$ cat config.mk
export PLATFORM = sky130hd
export DESIGN_NAME = edge_irq_ctrl
export DESIGN_NICKNAME = d
export VERILOG_FILES = /design/src/rtl/eirq_pkg.sv /design/src/rtl/eirq_addr_decode.sv /design/src/rtl/eirq_edge_det.sv /design/src/rtl/eirq_bank.sv /design/src/rtl/edge_irq_ctrl.sv
export SDC_FILE = /design/constraint.sdc
export NUM_CORES = 1
export LEC_CHECK = 0
export BUFFER_PORTS_ARGS = -buffer_cell sky130_fd_sc_hd__buf_2
export CAP_MARGIN = 20
export CORE_MARGIN = 8
export CORE_UTILIZATION = 61
export DETAILED_ROUTE_END_ITERATION = 8
export PLACE_DENSITY = 0.84
export SLEW_MARGIN = 10
export SYNTH_ARGS = -nofsm -noshare
export SYNTH_HDL_FRONTEND = slang
export SYNTH_SLANG_ARGS = --single-unit
$ cat constraint.sdc
create_clock -name clk -period 3.6 [get_ports clk]
set_input_delay 0.9 -clock clk [delete_from_list [all_inputs] [get_ports clk]]
set_output_delay 0.9 -clock clk [all_outputs]
set_load 0.01 [all_outputs]
$ cat src/rtl/eirq_pkg.sv
// Package: shared constants and types for the edge interrupt controller.
// Assumes: every bank serves a fixed count of lines, one bit per line per register.
package eirq_pkg;

    localparam int LINES_PER_BANK = 32;
    localparam int MAX_BANKS      = 3;
    localparam int BANK_IDX_W     = 2;

    // Register kinds a bus address may select.
    typedef enum logic [2:0] {
        RK_NONE  = 3'd0,
        RK_IMASK = 3'd1,
        RK_EMASK = 3'd2,
        RK_RISE  = 3'd3,
        RK_FALL  = 3'd4,
        RK_SWT   = 3'd5,
        RK_PEND  = 3'd6
    } reg_kind_e;

    // Result of address decoding.
    typedef struct packed {
        logic                  hit;
        logic [BANK_IDX_W-1:0] bank;
        reg_kind_e             kind;
    } reg_sel_t;

endpackage

$ cat src/rtl/eirq_addr_decode.sv
// Module: eirq_addr_decode
// Maps a byte address onto (bank, register kind). One bank uses the compact
// map; two or more banks use the split map with the trigger selects in the
// low region and the mask/pending registers above 0x80.
// Assumes: word-aligned accesses only; misaligned or out-of-range addresses miss.
module eirq_addr_decode
    import eirq_pkg::*;
#(
    parameter int NUM_BANKS = 3,
    parameter int ADDR_W    = 8
) (
    input  logic [ADDR_W-1:0] addr,
    output reg_sel_t          sel
);

    localparam int HI_W = (ADDR_W > 8) ? ADDR_W - 8 : 1;

    logic [7:0]  lo;
    logic        hi_zero;
    logic        aligned;

    // Split the address into the decoded byte and the must-be-zero upper part.
    always_comb begin
        lo      = addr[7:0];
        hi_zero = ((addr >> 8) == '0);
        aligned = (addr[1:0] == 2'b00);
    end

    generate
        if (NUM_BANKS == 1) begin : g_flat
            // Compact map for a single bank.
            always_comb begin
                sel      = '0;
                sel.kind = RK_NONE;
                if (hi_zero && aligned) begin
                    unique case (lo)
                        8'h00:   sel.kind = RK_IMASK;
                        8'h04:   sel.kind = RK_EMASK;
                        8'h08:   sel.kind = RK_RISE;
                        8'h0C:   sel.kind = RK_FALL;
                        8'h10:   sel.kind = RK_SWT;
                        8'h14:   sel.kind = RK_PEND;
                        default: sel.kind = RK_NONE;
                    endcase
                end
                sel.hit = (sel.kind != RK_NONE);
            end
        end else begin : g_split
            logic [BANK_IDX_W-1:0] bidx;
            reg_kind_e             k;

            // Split map: stride 0x20 for selects, stride 0x10 for mask/pending.
            always_comb begin
                k    = RK_NONE;
                bidx = '0;
                if (hi_zero && aligned) begin
                    if (!lo[7]) begin
                        bidx = lo[6:5];
                        unique case (lo[4:0])
                            5'h00:   k = RK_RISE;
                            5'h04:   k = RK_FALL;
                            5'h08:   k = RK_SWT;
                            default: k = RK_NONE;
                        endcase
                    end else if (!lo[6]) begin
                        bidx = lo[5:4];
                        unique case (lo[3:0])
                            4'h0:    k = RK_IMASK;
                            4'h4:    k = RK_EMASK;
                            4'h8:    k = RK_PEND;
                            default: k = RK_NONE;
                        endcase
                    end
                end
                sel.bank = bidx;
                sel.hit  = (k != RK_NONE) && (int'(bidx) < NUM_BANKS);
                sel.kind = sel.hit ? k : RK_NONE;
            end
        end
    endgenerate

endmodule

$ cat src/rtl/eirq_edge_det.sv
// Module: eirq_edge_det
// Compares each line with its value one clock earlier and reports armed
// transitions. The previous sample is loaded every cycle, reset included, so
// the first cycle after reset compares against the live input and sees no edge.
// Assumes: lines are already synchronous to clk.
module eirq_edge_det #(
    parameter int WIDTH = 32
) (
    input  logic             clk,
    input  logic [WIDTH-1:0] line_i,
    input  logic [WIDTH-1:0] rise_sel,
    input  logic [WIDTH-1:0] fall_sel,
    output logic [WIDTH-1:0] edge_o
);

    logic [WIDTH-1:0] line_q;

    // Previous-sample register; tracks the input in and out of reset.
    always_ff @(posedge clk) begin
        line_q <= line_i;
    end

    // Armed transitions: rising where selected, falling where selected.
    always_comb begin
        edge_o = (line_i & ~line_q & rise_sel) | (~line_i & line_q & fall_sel);
    end

endmodule

$ cat src/rtl/eirq_bank.sv
// Module: eirq_bank
// Holds one bank's registers: interrupt enable, event enable, rising and
// falling selects, and the pending flags. Pending bits set on armed edges and
// software triggers and clear on write-one-to-clear. A new edge beats a clear.
// Assumes: at most one register write per cycle, selected by wr_kind.
module eirq_bank
    import eirq_pkg::*;
#(
    parameter int WIDTH = LINES_PER_BANK
) (
    input  logic             clk,
    input  logic             rst_n,
    input  logic [WIDTH-1:0] line_i,
    input  logic             wr_en,
    input  reg_kind_e        wr_kind,
    input  logic [WIDTH-1:0] wdata,
    output logic [WIDTH-1:0] imask_o,
    output logic [WIDTH-1:0] emask_o,
    output logic [WIDTH-1:0] rise_o,
    output logic [WIDTH-1:0] fall_o,
    output logic [WIDTH-1:0] pend_o
);

    logic [WIDTH-1:0] imask_q, emask_q, rise_q, fall_q, pend_q, pend_d;
    logic [WIDTH-1:0] edge_hit;
    logic             clr_wr, swt_wr;

    eirq_edge_det #(.WIDTH(WIDTH)) u_edge (
        .clk      (clk),
        .line_i   (line_i),
        .rise_sel (rise_q),
        .fall_sel (fall_q),
        .edge_o   (edge_hit)
    );

    // Decode which write side effect applies this cycle.
    always_comb begin
        clr_wr = wr_en && (wr_kind == RK_PEND);
        swt_wr = wr_en && (wr_kind == RK_SWT);
    end

    // Configuration registers: plain read/write storage, zero after reset.
    always_ff @(posedge clk) begin
        if (!rst_n) begin
            imask_q <= '0;
            emask_q <= '0;
            rise_q  <= '0;
            fall_q  <= '0;
        end else if (wr_en) begin
            case (wr_kind)
                RK_IMASK: imask_q <= wdata;
                RK_EMASK: emask_q <= wdata;
                RK_RISE:  rise_q  <= wdata;
                RK_FALL:  fall_q  <= wdata;
                default:  ;
            endcase
        end
    end

    // Pending next state: clear first, then OR in software sets and edges.
    always_comb begin
        pend_d = pend_q;
        if (clr_wr) pend_d = pend_d & ~wdata;
        if (swt_wr) pend_d = pend_d | wdata;
        pend_d = pend_d | edge_hit;
    end

    // Pending flag register.
    always_ff @(posedge clk) begin
        if (!rst_n) pend_q <= '0;
        else        pend_q <= pend_d;
    end

    // Drive the register view outward.
    always_comb begin
        imask_o = imask_q;
        emask_o = emask_q;
        rise_o  = rise_q;
        fall_o  = fall_q;
        pend_o  = pend_q;
    end

    AST_PEND_STEADY: assert property (@(posedge clk) disable iff (!rst_n)
        (!wr_en && edge_hit == '0) |=> $stable(pend_q));
    AST_EDGE_LATCHES: assert property (@(posedge clk) disable iff (!rst_n)
        (edge_hit != '0) |=> ((pend_q & $past(edge_hit)) == $past(edge_hit)));
    AST_CLEAR_TAKES: assert property (@(posedge clk) disable iff (!rst_n)
        (clr_wr && edge_hit == '0) |=> ((pend_q & $past(wdata)) == '0));
    AST_SWT_SETS: assert property (@(posedge clk) disable iff (!rst_n)
        swt_wr |=> ((pend_q & $past(wdata)) == $past(wdata)));

endmodule

$ cat src/rtl/edge_irq_ctrl.sv
// Module: edge_irq_ctrl (top)
// Banks of edge-armed pending flags behind a single-cycle register bus, with
// one level interrupt built from pending AND interrupt enable over all lines.
// Assumes: 1 to 3 banks; bus_addr is a byte address; reads are combinational.
module edge_irq_ctrl
    import eirq_pkg::*;
#(
    parameter int NUM_BANKS = 3,
    parameter int ADDR_W    = 8
) (
    input  logic                                clk,
    input  logic                                rst_n,
    input  logic                                bus_wr,
    input  logic [ADDR_W-1:0]                   bus_addr,
    input  logic [31:0]                         bus_wdata,
    output logic [31:0]                         bus_rdata,
    input  logic [NUM_BANKS*LINES_PER_BANK-1:0] line_in,
    output logic                                irq
);

    localparam int LW = LINES_PER_BANK;

    reg_sel_t          sel;
    logic [LW-1:0]     imask_a [NUM_BANKS];
    logic [LW-1:0]     emask_a [NUM_BANKS];
    logic [LW-1:0]     rise_a  [NUM_BANKS];
    logic [LW-1:0]     fall_a  [NUM_BANKS];
    logic [LW-1:0]     pend_a  [NUM_BANKS];
    logic [NUM_BANKS-1:0] bank_req;
    logic [NUM_BANKS-1:0] bank_en_any;
    logic [NUM_BANKS-1:0] bank_pend_any;

    eirq_addr_decode #(.NUM_BANKS(NUM_BANKS), .ADDR_W(ADDR_W)) u_dec (
        .addr (bus_addr),
        .sel  (sel)
    );

    generate
        for (genvar b = 0; b < NUM_BANKS; b++) begin : g_bank
            logic bank_wr;

            // Route the write strobe to the addressed bank only.
            always_comb begin
                bank_wr = bus_wr && sel.hit && (sel.bank == BANK_IDX_W'(b));
            end

            eirq_bank #(.WIDTH(LW)) u_bank (
                .clk     (clk),
                .rst_n   (rst_n),
                .line_i  (line_in[b*LW +: LW]),
                .wr_en   (bank_wr),
                .wr_kind (sel.kind),
                .wdata   (bus_wdata),
                .imask_o (imask_a[b]),
                .emask_o (emask_a[b]),
                .rise_o  (rise_a[b]),
                .fall_o  (fall_a[b]),
                .pend_o  (pend_a[b])
            );

            // Per-bank request and summary bits.
            always_comb begin
                bank_req[b]      = |(pend_a[b] & imask_a[b]);
                bank_en_any[b]   = |imask_a[b];
                bank_pend_any[b] = |pend_a[b];
            end
        end
    endgenerate

    // Single level interrupt across all banks.
    always_comb begin
        irq = |bank_req;
    end

    // Read mux: selected register of the selected bank; trigger reads zero.
    always_comb begin
        bus_rdata = '0;
        for (int b = 0; b < NUM_BANKS; b++) begin
            if (sel.hit && sel.bank == BANK_IDX_W'(b)) begin
                case (sel.kind)
                    RK_IMASK: bus_rdata = imask_a[b];
                    RK_EMASK: bus_rdata = emask_a[b];
                    RK_RISE:  bus_rdata = rise_a[b];
                    RK_FALL:  bus_rdata = fall_a[b];
                    RK_PEND:  bus_rdata = pend_a[b];
                    default:  bus_rdata = '0;
                endcase
            end
        end
    end

    AST_MASK_BLOCKS_IRQ: assert property (@(posedge clk) disable iff (!rst_n)
        (bank_en_any == '0) |-> !irq);
    AST_IRQ_HAS_SOURCE: assert property (@(posedge clk) disable iff (!rst_n)
        irq |-> (bank_pend_any != '0));
    AST_UNMAPPED_READS_ZERO: assert property (@(posedge clk) disable iff (!rst_n)
        !sel.hit |-> (bus_rdata == '0));

endmodule

### Yosys cells after proc, flatten, opt, wreduce, memory -nomap -nowiden

Index checks and enable logic that the tools add are counted.

| cells by class | value |
|---|---|
| bitwise operators | 34 |
| multiplexer cells | 21 |
| reduce and logical (&&, ||, !) cells | 32 |
| equal/unequal tests | 12 |
| $lt $le $gt $ge | 1 |

Operator list:

| operator | count |
|---|---|
| $and A32 B32 Y32 | 18 |
| $pmux W32 S5 | 3 |
| $mux W32 | 9 |
| $or A32 B32 Y32 | 9 |
| $not A32 Y32 | 7 |
| $reduce_or A96 Y1 | 1 |
| $reduce_and A2 Y1 | 12 |
| $pmux W3 S3 | 2 |
| $logic_and A1 B1 Y1 | 14 |
| $mux W3 | 4 |
| $eq A3 B3 Y1 const B | 3 |
| $eq A3 B2 Y1 const B | 2 |
| $mux W2 | 3 |
| $eq A5 B3 Y1 const B | 1 |
| $eq A5 B4 Y1 const B | 1 |
| $logic_not A5 Y1 | 1 |
| $eq A4 B3 Y1 const B | 1 |
| $eq A4 B4 Y1 const B | 1 |
| $logic_not A2 Y1 | 2 |
| $logic_not A4 Y1 | 1 |
| $eq A3 B1 Y1 const B | 1 |
| $reduce_bool A3 Y1 | 1 |
| $eq A2 B1 Y1 const B | 1 |
| $eq A2 B2 Y1 const B | 1 |
| $lt A2 B2 Y1 const B | 1 |

| storage, ports and cells | value |
|---|---|
| logic and storage cells | 118 |
| bits in registers | 576 |

### Longest topological paths before layout

Gate-level depths: netlist (run 1).

| depth | value |
|---|---|
| depth in word-level cells | 14 |
| gate-level depth with buffers | 9 |
| mapped depth without buffers | 5 |

### Modules after synthesis

A second synthesis (run 1) with hierarchy kept.

| second synthesis, totals | value |
|---|---|
| cells, all modules | 3,095 |
| area, all modules | 26,683.1 µm² |

Modules (own cells, without submodules):

| module | seq. area each (µm²) | cells an instance | area an instance (µm²) | times used |
|---|---|---|---|---|
| eirq_bank | 3,203.1 | 708 | 6,209.7 | 3 |
| edge_irq_ctrl | 0.0 | 564 | 4,030.1 | 1 |
| eirq_edge_det | 640.6 | 128 | 1,281.2 | 3 |
| eirq_addr_decode | 0.0 | 23 | 180.2 | 1 |

### Worst setup path before layout (run 1)

Ideal clock, no wire load.

| path | value |
|---|---|
| kind | input to output |
| start | input port bus_addr[5] |
| end | output port bus_rdata[10] |
| slack | 0.033 ns |
| data arrival time | 2.667 ns |
| stages on the path | 8 |
| required time | 2.700 ns |
| cell sequence | buf_4 -> a211oi_1 -> buf_2 -> buf_1 -> a32oi_1 -> o21ai_0 -> a21oi_1 -> o32ai_1 |

| between the ends | value |
|---|---|
| longest elaborated chain between the ends | 11 |

Ends and longest elaborated chain:

| item | line | RTL |
|---|---|---|
| start: declaration | edge_irq_ctrl.sv:14 | `input logic [ADDR_W-1:0] bus_addr,` |
| $mux W2 | eirq_addr_decode.sv:65 | `end else if (!lo[6]) begin` |
| $mux W2 * | eirq_addr_decode.sv:57 | `if (!lo[7]) begin` |
| $mux W2 * | eirq_addr_decode.sv:56 | `if (hi_zero && aligned) begin` |
| $lt A2 B2 Y1 | eirq_addr_decode.sv:76 | `sel.hit = (k != RK_NONE) && (int'(bidx) < NUM_BANKS);` |
| $logic_and A1 B1 Y1 | eirq_addr_decode.sv:76 |  |
| $mux W3 | eirq_addr_decode.sv:77 | `sel.kind = sel.hit ? k : RK_NONE;` |
| $eq A3 B3 Y1, or another cell as far along | edge_irq_ctrl.sv:80 | `case (sel.kind)` |
| $pmux W32 S5 | edge_irq_ctrl.sv:80 |  |
| $mux W32 (2 in series) | edge_irq_ctrl.sv:79 | `if (sel.hit && sel.bank == BANK_IDX_W'(b)) begin` |
| $mux W32 * | edge_irq_ctrl.sv:79 |  |
| end: declaration | edge_irq_ctrl.sv:16 | `output logic [31:0] bus_rdata,` |

Every way passes the cells marked *; elsewhere a longest branch is shown, timed or not.

### Final worst setup path (run 1)

| path | value |
|---|---|
| start | input port bus_addr[7] |
| end | output port bus_rdata[18] |

| between the ends | value |
|---|---|
| longest elaborated chain between the ends | 10 |

Ends and longest elaborated chain:

| item | line |
|---|---|
| $mux W2 / $mux W3 (equally long branches) | eirq_addr_decode.sv:57 |
| $mux W2 / $mux W3 (equally long branches) | eirq_addr_decode.sv:56 |
| $lt A2 B2 Y1 / $reduce_bool A3 Y1 (equally long branches) | eirq_addr_decode.sv:76 |
| $logic_and A1 B1 Y1 | eirq_addr_decode.sv:76 |
| $mux W3 | eirq_addr_decode.sv:77 |
| $eq A3 B3 Y1, or another cell as far along | edge_irq_ctrl.sv:80 |
| $pmux W32 S5 | edge_irq_ctrl.sv:80 |
| $mux W32 (2 in series) | edge_irq_ctrl.sv:79 |
| $mux W32 * | edge_irq_ctrl.sv:79 |

Marks and branches as above.

==> results of run 1 <==
==> through the flow <==
| stage | hold slack (ns) | cells | worst slack, ns |
|---|---|---|---|
| global placement | 0.445 | 3939 | -0.380 |
| finish | 0.382 | 4058 | -0.134 |
| detailed placement | 0.456 | 3939 | -0.369 |
| global route | 0.377 | 4057 | -0.147 |
| CTS | 0.381 | 4048 | -0.132 |
| floorplan | 0.440 | 3289 | 0.0328 |
==> registers in the layout (all words and copies together), names as in the netlist <==
register,flops
g_bank.u_bank.pend_o,96
g_bank.u_bank.u_edge.line_q,96
g_bank.u_bank.rise_o,96
g_bank.u_bank.fall_o,96
g_bank.u_bank.emask_o,96
g_bank.u_bank.imask_o,96
==> worst max-delay path, delay by kind of cell <==
family / cells / cell delay (ns)
buf+inv: 7 / 0.90
simple gates: 1 / 0.42
compound gates: 3 / 0.59
==> placed cells by master (no fill, tap or decap), types with 5 or more instances in the layout <==
| cell | instances |
|---|---|
| sky130_fd_sc_hd__inv_1 | 66 |
| sky130_fd_sc_hd__a21boi_1 | 140 |
| sky130_fd_sc_hd__a21oi_1 | 128 |
| sky130_fd_sc_hd__a221oi_2 | 25 |
| sky130_fd_sc_hd__or2_2 | 7 |
| sky130_fd_sc_hd__buf_6 | 24 |
| sky130_fd_sc_hd__o32ai_2 | 20 |
| sky130_fd_sc_hd__o21ai_0 | 205 |
| sky130_fd_sc_hd__nand3_1 | 6 |
| sky130_fd_sc_hd__nand2_1 | 868 |
| sky130_fd_sc_hd__a32oi_1 | 63 |
| sky130_fd_sc_hd__buf_8 | 5 |
| sky130_fd_sc_hd__a21oi_4 | 6 |
| sky130_fd_sc_hd__clkinv_2 | 17 |
| sky130_fd_sc_hd__a22o_1 | 6 |
| sky130_fd_sc_hd__nand3b_1 | 98 |
| sky130_fd_sc_hd__a22oi_1 | 34 |
| sky130_fd_sc_hd__nand4_1 | 12 |
| sky130_fd_sc_hd__mux2_2 | 127 |
| sky130_fd_sc_hd__o32ai_4 | 11 |
| sky130_fd_sc_hd__a21oi_2 | 25 |
| sky130_fd_sc_hd__o21ai_1 | 10 |
| sky130_fd_sc_hd__clkbuf_16 | 62 |
| sky130_fd_sc_hd__buf_12 | 43 |
| sky130_fd_sc_hd__o2bb2ai_1 | 32 |
| sky130_fd_sc_hd__nor2_2 | 12 |
| sky130_fd_sc_hd__dfxtp_1 | 576 |
| sky130_fd_sc_hd__buf_4 | 135 |
| sky130_fd_sc_hd__o21ai_2 | 29 |
| sky130_fd_sc_hd__mux2i_1 | 33 |
| sky130_fd_sc_hd__bufinv_16 | 10 |
| sky130_fd_sc_hd__buf_2 | 156 |
| sky130_fd_sc_hd__clkbuf_1 | 9 |
| sky130_fd_sc_hd__nor2_1 | 34 |
| sky130_fd_sc_hd__a21boi_0 | 340 |
| sky130_fd_sc_hd__clkbuf_8 | 9 |
| sky130_fd_sc_hd__a221oi_1 | 10 |
| sky130_fd_sc_hd__o21ai_4 | 13 |
==> layout make-up <==
type	instances	share of cell area (%)
timing repair buffer	370	9.71
antenna	2	0.0153
multi-input combinational	2343	45.8
clock inverter	32	1.30
inverter	66	0.755
tap	592	2.26
clock buffer	77	4.98
sequential	576	35.1
==> path summary, 6_finish.rpt <==
kind | start | endpoint | depth (start not counted)
worst max-delay path | bus_addr[7] | bus_rdata[18] | 11
worst min-delay path | line_in[43] | g_bank[1].u_bank.u_edge.line_q[11] | 1
worst max register to register | g_bank[0].u_bank.u_edge.line_q[13] | g_bank[0].u_bank.pend_o[13] | 4
worst min register to register | g_bank[2].u_bank.emask_o[24] | g_bank[2].u_bank.emask_o[24] | 2
==> power by group through the flow <==
stage,Sequential [mW],Combinational [mW],Clock [mW]
floorplan,6.59,0.373,0
global placement,6.59,0.730,0
detailed placement,6.60,0.741,0
CTS,6.46,0.777,6.57
global route,6.46,0.851,6.87
finish,6.46,0.843,6.62
==> logic make-up (layout without fill, tap and decap cells) <==
family	Yosys count	count (layout)	share of synthesized area [%]
AO/OA/AOI/OAI	1116	1116	28.1
AND/OR/NAND/NOR	1067	1067	16.9
flip-flops	576	576	42.9
buffers and inverters	370	545	5.60
multiplexers	160	160	6.54
other	0	2	0
==> per-layer routing <==
layer	track usage, %	part of all wire (%)
met3	11.9	12
met1	50.0	37
met4	24.9	7.4
met5	0	0.026
met2	63.1	44
==> repair_timing <==
item,in CTS,in global routing
setup buffers,11,9
cloned,3,4
pin swaps,27,38
setup endpoints to repair,32,33
endpoints found under the hold margin,0,0
hold buffers,0,0
gates resized for setup,162,110
==> impl_metrics.toml, run 1 <==
[floorplan]
die_width_um = 226
num_io_pins = 172
initial_core_util_pct = 61.4
design.die.area_um2 = 51100
coreArea_um2 = 43800
rows = 77
die_y_um = 226

[setup_path]
highest_cell_delay_on_the_worst_timing_path_ns = 0.42
worst_setup_path_end_kind = "primary output"
crit_type = "primary input to primary output"
required_ns = 2.70
cp_data_arrival_time_ns = 2.83
cp-start-kind = "primary input"
regToRegSetupSlack_ns = 2.41
cp_max_fo = 8
ordered_list_of_cells_on_the_worst_path = "buf_8, or3b_4, buf_6, a211oi_4, buf_12, buf_12, buf_12, buf_6, o221a_4, o31ai_4, buf_6"
crit_slowest_cell = "sky130_fd_sc_hd__or3b_4"

[global_routing]
first_global_vias = 26100
first_pass_grt_wire_length_mm = 159
antenna_found_initial = 4
global_route_congestion_overflow_total = 0
grt_use_total_pct = 40.9
maximum_number_of_pins_on_one_net_before_global_route_repair = 137

[power]
ir_worst_vdd_mv = 0.427
report.power.total_mw = 13.9
swShare_pct = 23.5
sw_pwr_mw = 3.27
pwr-share-seq_pct = 46.4
leakagePower_nw = 11.0
power_density_nw_per_um2 = 424
p_int_mw = 10.6
combinationalPowerShare_pct = 6.1
share_clk_of_total_power_pct = 47.5

[yosys]
syn_area_um2 = 26900
postSynthRegisterBits = 576
synth_most_common_cell = "sky130_fd_sc_hd__nand2_1"
leading_register_cell_type_out_of_synthesis = "sky130_fd_sc_hd__dfxtp_1"
ys_types = 48
synth_area_leader_cell = "sky130_fd_sc_hd__dfxtp_1"
yosysWarnings = 0
synth.top_cell.area_share_pct = 42.9
seq_area_frac_synth_pct = 42.9
synth_top_cells_by_count = "869 x sky130_fd_sc_hd__nand2_1, 576 x sky130_fd_sc_hd__dfxtp_1, 340 x sky130_fd_sc_hd__a21boi_0, 255 x sky130_fd_sc_hd__o21ai_0, 209 x sky130_fd_sc_hd__clkbuf_1"
synth.avg_cell_area_um2 = 8.18
synth_fp_nets = 3428
yosys-top-cells-area = "sky130_fd_sc_hd__dfxtp_1 43%, sky130_fd_sc_hd__nand2_1 12%, sky130_fd_sc_hd__a21boi_0 9.5%"
post_synthesis_instance_total = 3289
post_synth_edffs = 0
asyncSetResetFlopFracSynth_pct = 0

[outcome]
run_status = "finished with violations"
failed_checks = "setup timing"

[layout]
flow.area_growth_from_synthesis_pct = 22.0
design_area_um2 = 32800
postLayoutCoreUtil_pct = 74.8
final_layout_size_suffix_gt1_share_pct = 22.3
regArea_um2 = 11500
n_fill_cell = 3115
multiInputGateArea_um2 = 15000
finish.net_count = 3554

[sta]
fin_skew_ns = 0.0203
layout_worst_path_cycle_share_pct = 104
setup_total_negative_slack_ns = -2.02
timing_hold_violations_final = 0
drv_slew = 0
finalSetupViolations = 28
timing.fmax_mhz = 268
rsz0062_at_grt = "yes"
final_critical_path_setup_slack_ns = -0.134
timing.max_slew.rel_slack_pct = 36.1
final_period_minus_worst_setup_slack_ns = 3.73
worst_slew_pin_slew_ns = 0.958

[clock_tree]
max-clock-path-buffers = 3
cts_made_buffers = 58
cts_sinks = 576
clk-insertion-delay-late_ns = 0.64
root_buffer = "sky130_fd_sc_hd__clkbuf_16"
clkSlewWorstSetupHoldPaths_ns = 0.06
h_tree_levels = 2
tritoncts = "built"

[route]
drt_pre_antenna_iters = 8
finalWirelength_mm = 109
drtIter0Drc = 3965
ant_nets = 0
wl_per_cell_um = 26.9
detail_route.vias_per_cell = 6.69
drc = 0
via_count = 27100

[place]
place.gp.congestion = 1.02
place.detailed.hpwl_mm = 72.6
placed_cell_area_um2 = 29300
port-buffer-count = 171

[flow_run]
drv_cap = 0

[min_path]
hold_class = "primary input to register"
Power figures use the tool's default switching activity.
==> run 2: changes to the inputs <==
--- a/config.mk
+++ b/config.mk
@@ -10,6 +10,7 @@
 export CORE_MARGIN = 8
 export CORE_UTILIZATION = 61
 export DETAILED_ROUTE_END_ITERATION = 8
+export GPL_TIMING_DRIVEN = 0
 export PLACE_DENSITY = 0.84
 export SLEW_MARGIN = 10
 export SYNTH_ARGS = -nofsm -noshare
==> run 2 against run 1 <==
Effect of this change:
- worst setup slack got worse by 0.24 ns
- combinational power rose by 10%
- clock-buffer cell count rose by 2
- sequential power barely moved
- non-clock buffer count rose by 93
- cell area fell by 2.8%
- critical endpoint is now bus_rdata[22]
- largest power group unchanged
- the flow still finishes with violations (setup timing)
==> impl_metrics.toml, run 2 (synthesis results as in run 1) <==
[setup_path]
timing.critical_path.to = "bus_rdata[22]"
worstReg2RegStart = "g_bank[1].u_bank.fall_o[0]"
cp-start-kind = "primary input"
worst_setup_path_end_kind = "primary output"
critical_path.reg2reg.endpoint = "g_bank[1].u_bank.pend_o[0]"
ff2ff_path_depth = 4
regToRegSetupSlack_ns = 2.24
required_ns = 2.70
crit_type = "primary input to primary output"
cp_max_fo = 7
cp_data_arrival_time_ns = 3.07
cp-startpoint = "bus_addr[5]"

[power]
sw_pwr_mw = 3.46
power_density_nw_per_um2 = 436
ir_worst_vdd_mv = 0.427
leakagePower_nw = 10.6
report.power.total_mw = 13.9
share_clk_of_total_power_pct = 46.9
combinationalPowerShare_pct = 6.7
p_int_mw = 10.5
pwr-share-seq_pct = 46.4
swShare_pct = 24.8

[outcome]
failed_checks = "setup timing"
run_status = "finished with violations"

[floorplan]
die_width_um = 226
rows = 77
num_io_pins = 172
die_y_um = 226
coreArea_um2 = 43800
design.die.area_um2 = 51100
initial_core_util_pct = 61.4

[route]
drt_pre_antenna_iters = 9
drc = 0
finalWirelength_mm = 126
ant_nets = 0
wl_per_cell_um = 30.3
drtIter0Drc = 4781
via_count = 28800
detail_route.vias_per_cell = 6.94

[layout]
n_fill_cell = 3276
layout_commonest_cell = "sky130_fd_sc_hd__nand2_1"
fin_cells = 4153
final_layout_size_suffix_gt1_share_pct = 18.4
finish.net_count = 3648
layout.cells.most_common_list = "868 x sky130_fd_sc_hd__nand2_1, 576 x sky130_fd_sc_hd__dfxtp_1, 340 x sky130_fd_sc_hd__a21boi_0"
multiInputGateArea_um2 = 14800
regArea_um2 = 11500
flow.area_growth_from_synthesis_pct = 18.6
design_area_um2 = 31900
postLayoutCoreUtil_pct = 72.8

[clock_tree]
clk-insertion-delay-late_ns = 0.66
clkSlewWorstSetupHoldPaths_ns = 0.07
root_buffer = "sky130_fd_sc_hd__clkbuf_16"
holdBufCountCts = 0
cts_sinks = 576
cts_made_buffers = 59
tritoncts = "built"
max-clock-path-buffers = 3
h_tree_levels = 2

[global_routing]
global_route_congestion_overflow_total = 0
first_pass_grt_wire_length_mm = 177
antenna_found_initial = 11
first_global_vias = 27200
maximum_number_of_pins_on_one_net_before_global_route_repair = 16
grt_use_total_pct = 47.3

[min_path]
hold_path_depth = 1
hold_class = "primary input to register"

[place]
place_inst = 4020
place.detailed.hpwl_mm = 91.8
worst_case_setup_slack_after_placement_ns = -1.64
place.gp.congestion = 1.10
port-buffer-count = 135
placed_cell_area_um2 = 28400

[sta]
final_period_minus_worst_setup_slack_ns = 3.97
worst_slew_pin_slew_ns = 1.30
rsz0062_at_grt = "yes"
layout_worst_path_cycle_share_pct = 110
fin_skew_ns = 0.0152
timing_hold_violations_final = 0
finalSetupViolations = 33
timing.max_slew.rel_slack_pct = 13.6
timing.fmax_mhz = 252
hold_ws_ns = 0.368
setup_total_negative_slack_ns = -8.70
final_critical_path_setup_slack_ns = -0.374
drv_slew = 0

[flow_run]
drv_cap = 0
run 2: how the worst min path moves through the flow:
stage / endpoint / start
floorplan: g_bank[0].u_bank.emask_o[0] / g_bank[0].u_bank.emask_o[0]
global placement: g_bank[2].u_bank.emask_o[17] / g_bank[2].u_bank.emask_o[17]
detailed placement: g_bank[2].u_bank.emask_o[16] / g_bank[2].u_bank.emask_o[16]
CTS: g_bank[1].u_bank.u_edge.line_q[3] / line_in[35]
global route: g_bank[2].u_bank.u_edge.line_q[28] / line_in[92]
finish: g_bank[1].u_bank.u_edge.line_q[16] / line_in[48]
run 2: worst max-delay path, stage by stage:
cell and delay, ns:
sky130_fd_sc_hd__buf_8 0.10, sky130_fd_sc_hd__buf_8 0.12, sky130_fd_sc_hd__or3b_4 0.41, sky130_fd_sc_hd__a211o_4 0.52, sky130_fd_sc_hd__clkbuf_16 0.23, sky130_fd_sc_hd__o21ai_4 0.09, sky130_fd_sc_hd__a221oi_2 0.07, sky130_fd_sc_hd__o32ai_2 0.41
sky130_fd_sc_hd__buf_2 0.21
run 2: power by group through the flow:
stage / Clock [mW] / Combinational [mW] / Sequential, mW
after floorplan: 0 / 0.373 / 6.59
after global placement: 0 / 0.753 / 6.59
after detailed placement: 0 / 0.770 / 6.60
after CTS: 6.44 / 0.832 / 6.46
after global routing: 6.71 / 0.912 / 6.46
final: 6.53 / 0.927 / 6.46
run 2: metal layers:
layer	track usage [%]	share of wire (%)	vias to the layer above
met2	69.9	42	2550
li1	-	-	11900
met1	55.3	34	13700
met3	16.8	15	738
met4	37.6	9.2	6
met5	0	0.051	-
run 2: layout make-up:
| class | count | area share, % |
|---|---|---|
| sequential | 576 | 36.1 |
| tap | 592 | 2.32 |
| clock inverter | 30 | 1.17 |
| clock buffer | 79 | 5.11 |
| multi-input combinational | 2343 | 46.3 |
| inverter | 66 | 0.777 |
| timing repair buffer | 161 | 3.03 |
| buffer | 302 | 5.07 |
| antenna | 4 | 0.0314 |
run 2: repair_timing:
action	4_1_cts	5_1_grt
endpoints found under the hold margin	0	0
gates resized for setup	282	95
setup endpoints to repair	32	32
cloned	3	0
setup buffers	7	11
pin swaps	24	20
